==> src/rtl/pfx_pkg.sv <==
package pfx_pkg;
  localparam int SEL_W    = 5;
  localparam int NUM_FN   = 30;
  localparam int NUM_PINS = 8;
  localparam int DATA_W   = 8;

  typedef logic [SEL_W-1:0] sel_t;

  localparam sel_t CODE_LOW    = sel_t'(0);
  localparam sel_t CODE_RSVD   = sel_t'((1 << SEL_W) - 2);
  localparam sel_t CODE_ANALOG = sel_t'((1 << SEL_W) - 1);

  // open-drain two-wire clock/data codes
  function automatic logic code_is_od(input int c);
    return (c == 14) || (c == 15) || (c == 23) || (c == 24) ||
           (c == 28) || (c == 29);
  endfunction

  // codes that drive a peripheral input from the pin
  function automatic logic code_takes_in(input int c);
    return ((c >= 1) && (c <= 16)) || ((c >= 20) && (c < NUM_FN));
  endfunction

  // codes that pass a peripheral output and direction to the pin
  function automatic logic code_is_fn(input int c);
    return (c >= 1) && (c < NUM_FN);
  endfunction

  // level presented to an unrouted peripheral input
  function automatic logic idle_level(input int c);
    return code_is_od(c) || (c == 11) || (c == 20) || (c == 26);
  endfunction

  function automatic sel_t reset_sel(input int p);
    case (p)
      0: return sel_t'(13);
      1: return sel_t'(15);
      2: return sel_t'(14);
      3: return sel_t'(16);
      4: return sel_t'(12);
      5: return sel_t'(11);
      6: return sel_t'(27);
      default: return sel_t'(26);
    endcase
  endfunction
endpackage

==> src/rtl/pfx_sel_regs.sv <==
module pfx_sel_regs
  import pfx_pkg::*;
#(
  parameter int PINS  = NUM_PINS,
  parameter int DW    = DATA_W,
  localparam int AW   = $clog2(PINS)
) (
  input  logic                    clk,
  input  logic                    rst_n,
  input  logic                    wr_en,
  input  logic [AW-1:0]           addr,
  input  logic [DW-1:0]           wdata,
  output logic [PINS-1:0][SEL_W-1:0] sel_vec,
  output logic [DW-1:0]           rdata
);
  logic [PINS-1:0] wr_hit;

  for (genvar p = 0; p < PINS; p++) begin : g_reg
    assign wr_hit[p] = wr_en && (addr == AW'(p));
    always_ff @(posedge clk or negedge rst_n) begin
      if (!rst_n)
        sel_vec[p] <= reset_sel(p);
      else if (wr_hit[p])
        sel_vec[p] <= wdata[SEL_W-1:0];
    end
  end

  assign rdata = DW'(sel_vec[addr]);
endmodule

==> src/rtl/pfx_pin_drive.sv <==
module pfx_pin_drive
  import pfx_pkg::*;
#(
  parameter int FN = NUM_FN
) (
  input  sel_t          sel,
  input  logic [FN-1:0] per_out,
  input  logic [FN-1:0] per_oe,
  output logic          pin_out,
  output logic          pin_oe,
  output logic          pin_analog
);
  logic fn_val;
  logic fn_dir;

  always_comb begin
    fn_val = 1'b0;
    fn_dir = 1'b0;
    if (code_is_fn(int'(sel)) && (int'(sel) < FN)) begin
      fn_val = per_out[sel];
      fn_dir = per_oe[sel];
    end
  end

  always_comb begin
    pin_out    = 1'b0;
    pin_oe     = 1'b0;
    pin_analog = 1'b0;
    if (sel == CODE_LOW) begin
      pin_oe = 1'b1;
    end else if (sel == CODE_ANALOG) begin
      pin_analog = 1'b1;
    end else if (code_is_fn(int'(sel))) begin
      if (code_is_od(int'(sel))) begin
        pin_oe = fn_dir & ~fn_val;
      end else begin
        pin_out = fn_val;
        pin_oe  = fn_dir;
      end
    end
  end
endmodule

==> src/rtl/pfx_in_route.sv <==
module pfx_in_route
  import pfx_pkg::*;
#(
  parameter int PINS = NUM_PINS,
  parameter int FN   = NUM_FN
) (
  input  logic [PINS-1:0][SEL_W-1:0] sel_vec,
  input  logic [PINS-1:0]            pin_in,
  output logic [FN-1:0]              per_in
);
  for (genvar f = 0; f < FN; f++) begin : g_fn
    logic [PINS-1:0] hit;
    for (genvar p = 0; p < PINS; p++) begin : g_hit
      assign hit[p] = code_takes_in(f) && (sel_vec[p] == SEL_W'(f));
    end
    always_comb begin
      per_in[f] = idle_level(f);
      for (int p = PINS - 1; p >= 0; p--) begin
        if (hit[p]) per_in[f] = pin_in[p];
      end
    end
  end
endmodule

==> src/rtl/pin_func_xbar.sv <==
module pin_func_xbar
  import pfx_pkg::*;
#(
  parameter int PINS = NUM_PINS,
  parameter int FN   = NUM_FN,
  parameter int DW   = DATA_W,
  localparam int AW  = $clog2(PINS)
) (
  input  logic            clk,
  input  logic            rst_n,
  input  logic            wr_en,
  input  logic [AW-1:0]   addr,
  input  logic [DW-1:0]   wdata,
  output logic [DW-1:0]   rdata,
  input  logic [PINS-1:0] pin_in,
  output logic [PINS-1:0] pin_out,
  output logic [PINS-1:0] pin_oe,
  output logic [PINS-1:0] pin_analog,
  input  logic [FN-1:0]   per_out,
  input  logic [FN-1:0]   per_oe,
  output logic [FN-1:0]   per_in
);
  logic [PINS-1:0][SEL_W-1:0] sel_vec;

  pfx_sel_regs #(.PINS(PINS), .DW(DW)) regs_i (
    .clk(clk), .rst_n(rst_n), .wr_en(wr_en), .addr(addr),
    .wdata(wdata), .sel_vec(sel_vec), .rdata(rdata)
  );

  for (genvar p = 0; p < PINS; p++) begin : g_pin
    pfx_pin_drive #(.FN(FN)) drv_i (
      .sel(sel_vec[p]), .per_out(per_out), .per_oe(per_oe),
      .pin_out(pin_out[p]), .pin_oe(pin_oe[p]), .pin_analog(pin_analog[p])
    );
  end

  pfx_in_route #(.PINS(PINS), .FN(FN)) route_i (
    .sel_vec(sel_vec), .pin_in(pin_in), .per_in(per_in)
  );
endmodule

==> config.mk <==
export PLATFORM = sky130hd
export DESIGN_NAME = pin_func_xbar
export DESIGN_NICKNAME = d
export VERILOG_FILES = /design/src/rtl/pfx_pkg.sv /design/src/rtl/pfx_sel_regs.sv /design/src/rtl/pfx_pin_drive.sv /design/src/rtl/pfx_in_route.sv /design/src/rtl/pin_func_xbar.sv
export SDC_FILE = /design/constraint.sdc
export NUM_CORES = 1
export LEC_CHECK = 0
export BUFFER_PORTS_ARGS = -buffer_cell sky130_fd_sc_hd__buf_2
export CAP_MARGIN = 20
export CORE_AREA = 2 2 155 157
export CTS_CLUSTER_DIAMETER = 120
export CTS_CLUSTER_SIZE = 20
export DETAILED_ROUTE_END_ITERATION = 10
export DIE_AREA = 0 0 157 159
export GPL_TIMING_DRIVEN = 0
export PLACE_DENSITY = 0.75
export SYNTH_ARGS = -nofsm -noshare
export SYNTH_HDL_FRONTEND = slang
export SYNTH_HIERARCHICAL = 1
export SYNTH_SLANG_ARGS = --single-unit
export TNS_END_PERCENT = 5
==> constraint.sdc <==
create_clock -name clk -period 6.8 [get_ports clk]
set_input_delay 1.02 -clock clk [delete_from_list [all_inputs] [get_ports clk]]
set_output_delay 1.02 -clock clk [all_outputs]
set_load 0.02 [all_outputs]
==> impl_metrics.env, run 1 <==
export IMPL_status="finished clean"
export IMPL_layout_drive_gt1_share=0.312
export IMPL_relSlewSlack=0.253
export IMPL_synth_seq_cells=40
export IMPL_routedWlPerCell_um=27.6
export IMPL_fin_setup_tns_ns=0
export IMPL_switching_share=0.530
export IMPL_routed_via_density=7.35
export IMPL_grt_total_usage=0.383
export IMPL_rows=56
export IMPL_netlist_area_um2=11600
export IMPL_gp_congestion=1.03
export IMPL_cts_clk_slew_worst_paths_ns=0.06
export IMPL_cts_num_sinks=40
export IMPL_finalHoldViolCount=0
export IMPL_h_tree_depth=2
export IMPL_synthAdderAreaFrac=0
export IMPL_synth_commonest_cells="nand2_1 (105), mux2_2 (69), nor2_1 (67), a21oi_1 (65), mux4_2 (61)"
export IMPL_num_io_pins=144
export IMPL_internal_power_uw=1540
export IMPL_clkPwrFrac=0.083
export IMPL_top_register="regs_i/sel_vec"
export IMPL_fillers=2200
export IMPL_synth_cell_types=86
export IMPL_ys_warn_count=6
export IMPL_dieArea_um2=25000
export IMPL_synth_top_family_by_area="multiplexers"
export IMPL_io_buffers=130
export IMPL_finalMaxSlewViolations=0
export IMPL_synth_top_cell_area_share=0.118
export IMPL_hpwl_um=37800
export IMPL_drtAntennaViolNets=0
export IMPL_async_flop_share=1.00
export IMPL_top_regs="regs_i/sel_vec (40)"
export IMPL_worstPathRequired_ns=5.78
export IMPL_yosys_area_share_simple=0.239
export IMPL_grt_pass1_vias=12400
export IMPL_area_delta_synth_final_pct=10.7
export IMPL_power_density_nw_per_um2=254
export IMPL_num_vias=13100
export IMPL_avgSynthCellArea_um2=8.81
export IMPL_firstDrtPassIters=6
export IMPL_die_w_um=157
export IMPL_power_switching_uw=1730
export IMPL_clk_latency_ns=0.29
export IMPL_yosys_area_top_type="mux4_2"
export IMPL_cts_made_buffers=5
export IMPL_sequentialPowerShare=0.144
export IMPL_grt_overflow=0
export IMPL_rsz0062_at_grt="no"
export IMPL_cts_setup_buffers=0
export IMPL_ys_top_cells_by_area="mux4_2 (12%), mux4_1 (9.3%), mux2_2 (6.7%), dfstp_2 (5.2%), mux2i_1 (5.2%)"
export IMPL_worst_slew_pin_slew_ns=1.12
export IMPL_yosys_most_used_dff="dfstp_2"
export IMPL_largest_reg_flops=40
export IMPL_hp_class="flip-flop to flip-flop"
export IMPL_synth_mux_area_frac=0.329
export IMPL_critPathMaxFanout=10
export IMPL_yosysMostFrequentCell="nand2_1"
export IMPL_ctsHoldBuffers=0
export IMPL_grt_pass1_wl_um=73600
export IMPL_clockBufferDepth=2
export IMPL_fin_crit_sh=0.655
export IMPL_antenna_found_initial=1
export IMPL_postCtsResizedCells=0
export IMPL_period_minus_slack_ns=4.46
export IMPL_fp_dieH_um=159
export IMPL_routed_wl_um=49200
export IMPL_cts_tree="yes"
export IMPL_worstSetupStartpointType="primary input"
export IMPL_power_uw=3270
export IMPL_vdd_drop_max_v=0.000128
export IMPL_worst_clock_skew_ns=0
export IMPL_synthCells=1320
export IMPL_seqCellArea_um2=1030
export IMPL_cts_root_buf="clkbuf_16"
export IMPL_arrival_ns=3.44
export IMPL_max_freq_mhz=224
export IMPL_route_detailed_drc=0
export IMPL_synth_compound_area_frac=0.236
export IMPL_crit_type="primary input to output pin"
export IMPL_ys_seq_area_frac=0.0885
export IMPL_combPwrFrac=0.773
export IMPL_grt_max_degree=41
export IMPL_synth_edf_count=0
export IMPL_finalSetupViolCount=0
export IMPL_dr_first_iter_drc_count=1452
export IMPL_multi_input_area_um2=9370
export IMPL_finalNetCount=1544
export IMPL_drv_cap=0
export IMPL_synth_xor_area_share=0
export IMPL_coreArea_um2=23200
export IMPL_start_util=0.501
export IMPL_cp_end_kind="output pin"
export IMPL_power_leakage_uw=0.00469
-- kinds of logic after synthesis --
group                  Yosys count
flip-flops                      40
AO/OA/AOI/OAI                  364
AND/OR/NAND/NOR                498
multiplexers                   231
other                            2
buffers and inverters          185
-- metrics by stage --
stage / hold WS [ns] / setup slack, ns / util / cell area (um^2) / cells
after floorplan: 0.515 / 3.18 / - / 11600 / 1325
after global placement: 0.567 / 2.50 / 0.548 / 12700 / 1774
after detailed placement: 0.584 / 2.59 / 0.548 / 12700 / 1774
after CTS: 0.600 / 2.58 / 0.555 / 12900 / 1782
after global routing: 0.632 / 2.40 / 0.555 / 12900 / 1782
final: 0.608 / 2.34 / 0.555 / 12900 / 1783
-- worst max-delay path, cell delays in order --
cell	delay [ns]
buf_2	0.13
clkbuf_1	0.45
clkbuf_1	0.46
nor3_1	0.12
nor3_1	0.41
o21ai_0	0.29
a21oi_1	0.31
buf_2	0.23
-- power by group through the flow --
stage / logic (uW) / registers, uW / clock network (uW)
after CTS: 2460 / 460 / 273
after floorplan: 1810 / 399 / 0
after global routing: 2680 / 479 / 282
final: 2530 / 470 / 272
after global placement: 2440 / 460 / 0
after detailed placement: 2450 / 463 / 0
-- cell usage in the layout, fill, tap and decap left out, drive strengths merged, types with 9 or more instances in the layout --
master and n:
a2111oi 32, a211oi 30, a21oi 65, a31oi 20
and2 15, and3 9, and3b 11, buf 192
clkbuf 82, dfrtp 17, dfstp 23, inv 38
mux2 69, mux2i 60, mux4 102, nand2 105
nand2b 42, nand3 41, nand3b 14, nand4 12
nor2 67, nor2b 35, nor3 54, nor3b 29
nor4 11, o211ai 11, o21ai 52, o221ai 21
o22ai 13, o311a 9, o311ai 16, o32ai 15
o41ai 10, or2 15, or3 13
-- area by class of cell --
type | count | share of cell area
repair buffers | 130 | 0.0506
diodes | 1 | 0.000194
plain buffers | 147 | 0.0857
well taps | 319 | 0.0310
clock inverters | 3 | 0.00331
clock buffers | 5 | 0.00972
inverters | 38 | 0.0111
multi-input cells | 1100 | 0.728
flip-flops and latches | 40 | 0.0800
-- final timing paths --
kind                       cells after the start  slack (ns)            endpoint               start
max                                            8        2.34          per_in[20]           pin_in[3]
min                                            1        0.61  regs_i/sel_vec[16]  regs_i/sel_vec[16]
max reg2reg                                    1        5.75  regs_i/sel_vec[10]  regs_i/sel_vec[10]
min reg2reg                                    1        0.61  regs_i/sel_vec[16]  regs_i/sel_vec[16]
max in group asynchronous                      1        5.41   regs_i/sel_vec[9]               rst_n
min in group asynchronous                      1        0.84  regs_i/sel_vec[37]               rst_n
-- layer usage --
metal	GRT usage	vias to the layer above	share of wire
met5	0	-	0.00026
met3	0.0482	246	0.098
met4	0.263	2	0.087
met2	0.618	1003	0.45
li1	-	5624	-
met1	0.476	6224	0.36
Power figures use the tool's default switching activity.
==> run 2, diff against run 1 <==
- PLACE_DENSITY: 0.75 -> 0.78
- clock period: 6.8 -> 3.7 ns (I/O delays scaled with it)
==> run 2 against run 1 <==
Compared with the run above:
- worst hold slack got worse by 0.24 ns
- via count rose by 1.1%
- final cell count did not move
- largest power group unchanged
- wire length fell by 1.4%
- register-to-register slack got worse by 3.1 ns
- first-iteration DRC count rose by 13%
- die area did not move
- worst setup slack got worse by 2.2 ns
- global-route usage fell by 0.67 points
- clock skew did not move
==> impl_metrics.env, run 2 (synthesis gave the netlist of run 1 again) <==
export IMPL_area_delta_synth_final_pct=10.4
export IMPL_clk_latency_ns=0.29
export IMPL_grt_total_usage=0.377
export IMPL_cts_clk_slew_worst_paths_ns=0.06
export IMPL_worst_clock_skew_ns=0
export IMPL_firstDrtPassIters=7
export IMPL_critical_path_buf_inv_count=2
export IMPL_h_tree_depth=2
export IMPL_clockBufferDepth=2
export IMPL_io_buffers=130
export IMPL_fin_setup_tns_ns=0
export IMPL_worst_slew_pin_slew_ns=1.13
export IMPL_drv_cap=0
export IMPL_reg2reg_depth=1
export IMPL_vdd_drop_max_v=0.000243
export IMPL_crit_chain="buf_2, nand2b_1, or4_1, o311a_1, a221oi_1, o21ai_1, buf_2"
export IMPL_critPathMostFrequentCell="buf_2"
export IMPL_route_detailed_drc=0
export IMPL_critPathMaxFanout=10
export IMPL_fp_dieH_um=159
export IMPL_fin_crit_sh=0.971
export IMPL_power_density_nw_per_um2=462
export IMPL_routedWlPerCell_um=27.2
export IMPL_finalMaxSlewViolations=0
export IMPL_dr_first_iter_drc_count=1640
export IMPL_place_inst=1774
export IMPL_crit_type="flip-flop to output pin"
export IMPL_cts_made_buffers=5
export IMPL_num_vias=13200
export IMPL_cp_end_kind="output pin"
export IMPL_hp_class="primary input to asynchronous set/reset pin"
export IMPL_mostFrequentLayoutCell="buf_2"
export IMPL_worstPathRequired_ns=3.14
export IMPL_dieArea_um2=25000
export IMPL_cts_root_buf="clkbuf_16"
export IMPL_cp_slowest_stage_delay_ns=0.69
export IMPL_period_minus_slack_ns=3.59
export IMPL_max_freq_mhz=278
export IMPL_relSlewSlack=0.245
export IMPL_worstSetupStartpointType="flip-flop"
export IMPL_layout_common_cells="buf_2 (170), nand2_1 (105), mux2_2 (69)"
export IMPL_cp_num_cells=7
export IMPL_finalHoldViolCount=0
export IMPL_status="finished clean"
export IMPL_coreArea_um2=23200
export IMPL_crit_family="compound AO/OA/AOI/OAI gates"
export IMPL_top_regs="regs_i/sel_vec (40)"
export IMPL_rsz0062_at_grt="no"
export IMPL_power_leakage_uw=0.00468
export IMPL_arrival_ns=3.04
export IMPL_cpMaxStageDelayCell="a221oi_1"
export IMPL_layoutNonFillerInstCount=1783
export IMPL_routed_wl_um=48500
export IMPL_largest_reg_flops=40
export IMPL_cts_tree="yes"
export IMPL_antenna_found_initial=0
export IMPL_grt_pass1_wl_um=72400
export IMPL_timing_hold_ws_ns=0.366
export IMPL_die_w_um=157
export IMPL_grt_pass1_vias=12500
export IMPL_top_register="regs_i/sel_vec"
export IMPL_cts_setup_buffers=0
export IMPL_ctsHoldBuffers=0
export IMPL_hpwl_um=36800
export IMPL_gp_congestion=1.02
export IMPL_finalSetupViolCount=0
export IMPL_routed_via_density=7.43
export IMPL_grt_max_degree=41
export IMPL_grt_overflow=0
export IMPL_start_util=0.501
export IMPL_layout_drive_gt1_share=0.310
export IMPL_num_io_pins=144
export IMPL_finalNetCount=1544
export IMPL_cts_num_sinks=40
export IMPL_rows=56
export IMPL_drtAntennaViolNets=0
run 2: changes by cell type in the layout (fill, tap and decap cells not counted):
cell | before | now
clkbuf_1 | 42 | 44
clkinvlp_4 | 1 | 0
a2111oi_1 | 0 | 1
bufinv_16 | 1 | 0
o311ai_1 | 4 | 5
o311ai_0 | 12 | 11
a2111oi_0 | 23 | 22
run 2: what timing repair did:
action | in CTS | in global routing
resized for setup | 0 | 2
endpoints found under the setup margin | 0 | 2
endpoints found under the hold margin | 0 | 0
run 2: final cells by class:
type                    instances  area (um^2)
well taps                     319          399
diodes                          1         2.50
flip-flops and latches         40         1030
clock buffers                   7          133
clock inverters                 1         5.00
repair buffers                130          651
inverters                      38          143
fillers                      2177        10400
plain buffers                 147         1100
multi-input cells            1100         9380
run 2: where the power goes:
group          internal [uW]  switching [uW]  leakage (uW)
logic                   1930            2710       0.00416
clock network            249             173     0.0000679
registers                581             289      0.000446
run 2: stage by stage:
stage | worst slack (ns) | area (um^2) | util | total power [uW]
2_1_floorplan | 0.845 | 11600 | - | 4060
3_3_place_gp | 0.367 | 12700 | 0.548 | 5280
3_5_place_dp | 0.379 | 12700 | 0.548 | 5340
4_1_cts | 0.0608 | 12800 | 0.553 | 5780
5_1_grt | 0.0316 | 12800 | 0.554 | 6210
6_report | 0.109 | 12800 | 0.554 | 5930
run 2: layer usage:
layer | track usage | part of all wire | up-vias | wire [um]
met1 | 0.457 | 0.35 | 6260 | 16700
li1 | - | - | 5620 | -
met3 | 0.0618 | 0.11 | 248 | 5520
met2 | 0.608 | 0.46 | 1112 | 22400
met4 | 0.260 | 0.079 | 0 | 3840
met5 | 0 | 0 | - | 0
run 2: path summary, 6_finish.rpt:
path	endpoint	slack (ns)	startpoint
worst max-delay path	per_in[1]	0.11	regs_i/sel_vec[20]
worst min-delay path	regs_i/sel_vec[32]	0.37	rst_n
worst max register to register	regs_i/sel_vec[32]	2.66	regs_i/sel_vec[32]
worst min register to register	regs_i/sel_vec[1]	0.58	regs_i/sel_vec[1]
max in group asynchronous	regs_i/sel_vec[9]	2.79	rst_n
min in group clk	regs_i/sel_vec[1]	0.58	regs_i/sel_vec[1]
==> run 3, diff against run 2 <==
- CORE_AREA: 2 2 155 157 -> 2 2 200 202
- DIE_AREA: 0 0 157 159 -> 0 0 202 204
- PLACE_DENSITY: 0.78 -> 0.53
==> run 3 against run 2 <==
Compared with the run above:
- die area increased by 65%
- cell area increased by 2.1%
- largest cell class unchanged
- register-to-register slack got worse by 0.02 ns
- sequential power increased by 2%
- total power increased by 0.93%
- worst hold slack improved by 0.0092 ns
- utilization decreased by 22 points
- sequential share of layout area decreased by 0.16 points
- critical endpoint is now per_in[27]
- fmax decreased by 0.65%
==> impl_metrics.env, run 3 (synthesis gave the netlist of run 1 again) <==
export IMPL_gp_congestion=0.971
export IMPL_cts_tree="yes"
export IMPL_firstDrtPassIters=5
export IMPL_crit_chain="clkbuf_1, nand2_1, a2111oi_0, o32a_1, o21ai_0, a21oi_1, buf_2"
export IMPL_critPathMaxFanout=9
export IMPL_status="finished clean"
export IMPL_crit_family="compound AO/OA/AOI/OAI gates"
export IMPL_grt_total_usage=0.246
export IMPL_io_buffers=130
export IMPL_fin_crit_sh=0.977
export IMPL_cts_setup_buffers=0
export IMPL_start_util=0.297
export IMPL_cts_made_buffers=5
export IMPL_top_regs="regs_i/sel_vec (40)"
export IMPL_r2r_slack_ns=2.64
export IMPL_cp_num_cells=7
export IMPL_clk_latency_ns=0.28
export IMPL_routed_wl_um=52500
export IMPL_ctsHoldBuffers=0
export IMPL_cts_num_sinks=40
export IMPL_fin_setup_tns_ns=0
export IMPL_internal_power_uw=2770
export IMPL_critPathCapture="per_in[27]"
export IMPL_finalMaxSlewViolations=0
export IMPL_worstSetupStartpointType="flip-flop"
export IMPL_combPwrFrac=0.780
export IMPL_num_vias=12900
export IMPL_grt_pass1_vias=12100
export IMPL_hp_class="primary input to asynchronous set/reset pin"
export IMPL_cpMaxStageDelayCell="dfstp_2"
export IMPL_worstPathRequired_ns=3.14
export IMPL_cts_root_buf="clkbuf_16"
export IMPL_arrival_ns=3.06
export IMPL_fp_dieH_um=204
export IMPL_dieArea_um2=41200
export IMPL_finalHoldViolCount=0
export IMPL_grt_pass1_wl_um=77200
export IMPL_top_register="regs_i/sel_vec"
export IMPL_finalNetCount=1544
export IMPL_worst_clock_skew_ns=0
export IMPL_cp_end_kind="output pin"
export IMPL_finalSetupViolCount=0
export IMPL_drtAntennaViolNets=0
export IMPL_grt_overflow=0
export IMPL_clkPwrFrac=0.072
export IMPL_power_density_nw_per_um2=457
export IMPL_largest_reg_flops=40
export IMPL_crit_type="flip-flop to output pin"
export IMPL_power_switching_uw=3210
export IMPL_mostFrequentLayoutCell="buf_2"
export IMPL_drv_cap=0
export IMPL_rsz0062_at_grt="no"
export IMPL_multi_input_area_um2=9370
export IMPL_reg2reg_depth=1
export IMPL_rows=73
export IMPL_h_tree_depth=2
export IMPL_power_leakage_uw=0.00468
export IMPL_routedWlPerCell_um=26.4
export IMPL_num_io_pins=144
export IMPL_cts_clk_slew_worst_paths_ns=0.06
export IMPL_coreArea_um2=39200
export IMPL_vdd_drop_max_v=0.000191
export IMPL_critical_path_buf_inv_count=2
export IMPL_layout_drive_gt1_share=0.312
export IMPL_layoutNonFillerInstCount=1988
export IMPL_r2r_end="regs_i/sel_vec[10]"
export IMPL_worst_slew_pin_slew_ns=0.913
export IMPL_worst_setup_path_startpoint="regs_i/sel_vec[26]"
export IMPL_postCtsResizedCells=0
export IMPL_switching_share=0.537
export IMPL_period_minus_slack_ns=3.61
export IMPL_place_inst=1980
export IMPL_dr_first_iter_drc_count=1746
export IMPL_antennaDiodeCount=0
export IMPL_fillers=4150
export IMPL_cp_slowest_stage_delay_ns=0.57
export IMPL_relSlewSlack=0.390
export IMPL_routed_via_density=6.47
export IMPL_seqCellArea_um2=1030
export IMPL_area_delta_synth_final_pct=12.7
export IMPL_grt_max_degree=41
export IMPL_sequentialPowerShare=0.148
export IMPL_antenna_found_initial=0
export IMPL_clockBufferDepth=2
export IMPL_hpwl_um=40700
export IMPL_reg2reg_from="regs_i/sel_vec[10]"
export IMPL_max_freq_mhz=277
export IMPL_route_detailed_drc=0
export IMPL_die_w_um=202
export IMPL_layout_common_cells="buf_2 (170), nand2_1 (105), mux2_2 (69)"
-- run 3: worst min-delay path by stage --
stage / to / slack (ns) / depth (start not counted)
after floorplan: regs_i/sel_vec[10] / 0.26 / 0
after global placement: regs_i/sel_vec[21] / 0.59 / 1
after detailed placement: regs_i/sel_vec[21] / 0.60 / 1
after CTS: regs_i/sel_vec[37] / 0.41 / 1
after global routing: regs_i/sel_vec[37] / 0.45 / 1
final: regs_i/sel_vec[37] / 0.37 / 1
-- run 3: power groups by stage --
| stage | sequential (uW) | combinational, uW | clock [uW] |
|---|---|---|---|
| final | 888 | 4670 | 431 |
| after global routing | 909 | 4960 | 462 |
| after CTS | 877 | 4580 | 439 |
| after detailed placement | 884 | 4560 | 0 |
| after global placement | 874 | 4550 | 0 |
| after floorplan | 733 | 3330 | 0 |
-- run 3: stage by stage --
stage | hold slack (ns) | power, uW | worst slack (ns) | area (um^2) | util
global route | 0.447 | 6330 | 0.0641 | 13100 | 0.334
global placement | 0.585 | 5430 | 0.459 | 13000 | 0.331
CTS | 0.406 | 5900 | 0.205 | 13100 | 0.334
detailed placement | 0.596 | 5450 | 0.507 | 13000 | 0.331
finish | 0.375 | 5990 | 0.0855 | 13100 | 0.334
floorplan | 0.259 | 4060 | 0.845 | 11600 | -
-- run 3: metal layers --
layer,wire length (um),track usage,vias up
met2,24600,0.409,793
li1,-,-,5604
met5,0,0,-
met1,21400,0.328,6342
met3,4350,0.0257,131
met4,2240,0.0945,0
-- run 3: final cells by class --
type	instances	share of cell area
clock inverter	2	0.000764
clock buffer	6	0.0106
multi-input combinational	1100	0.715
buffer	147	0.0841
tap	525	0.0501
inverter	38	0.0109
timing repair buffer	130	0.0496
sequential	40	0.0786
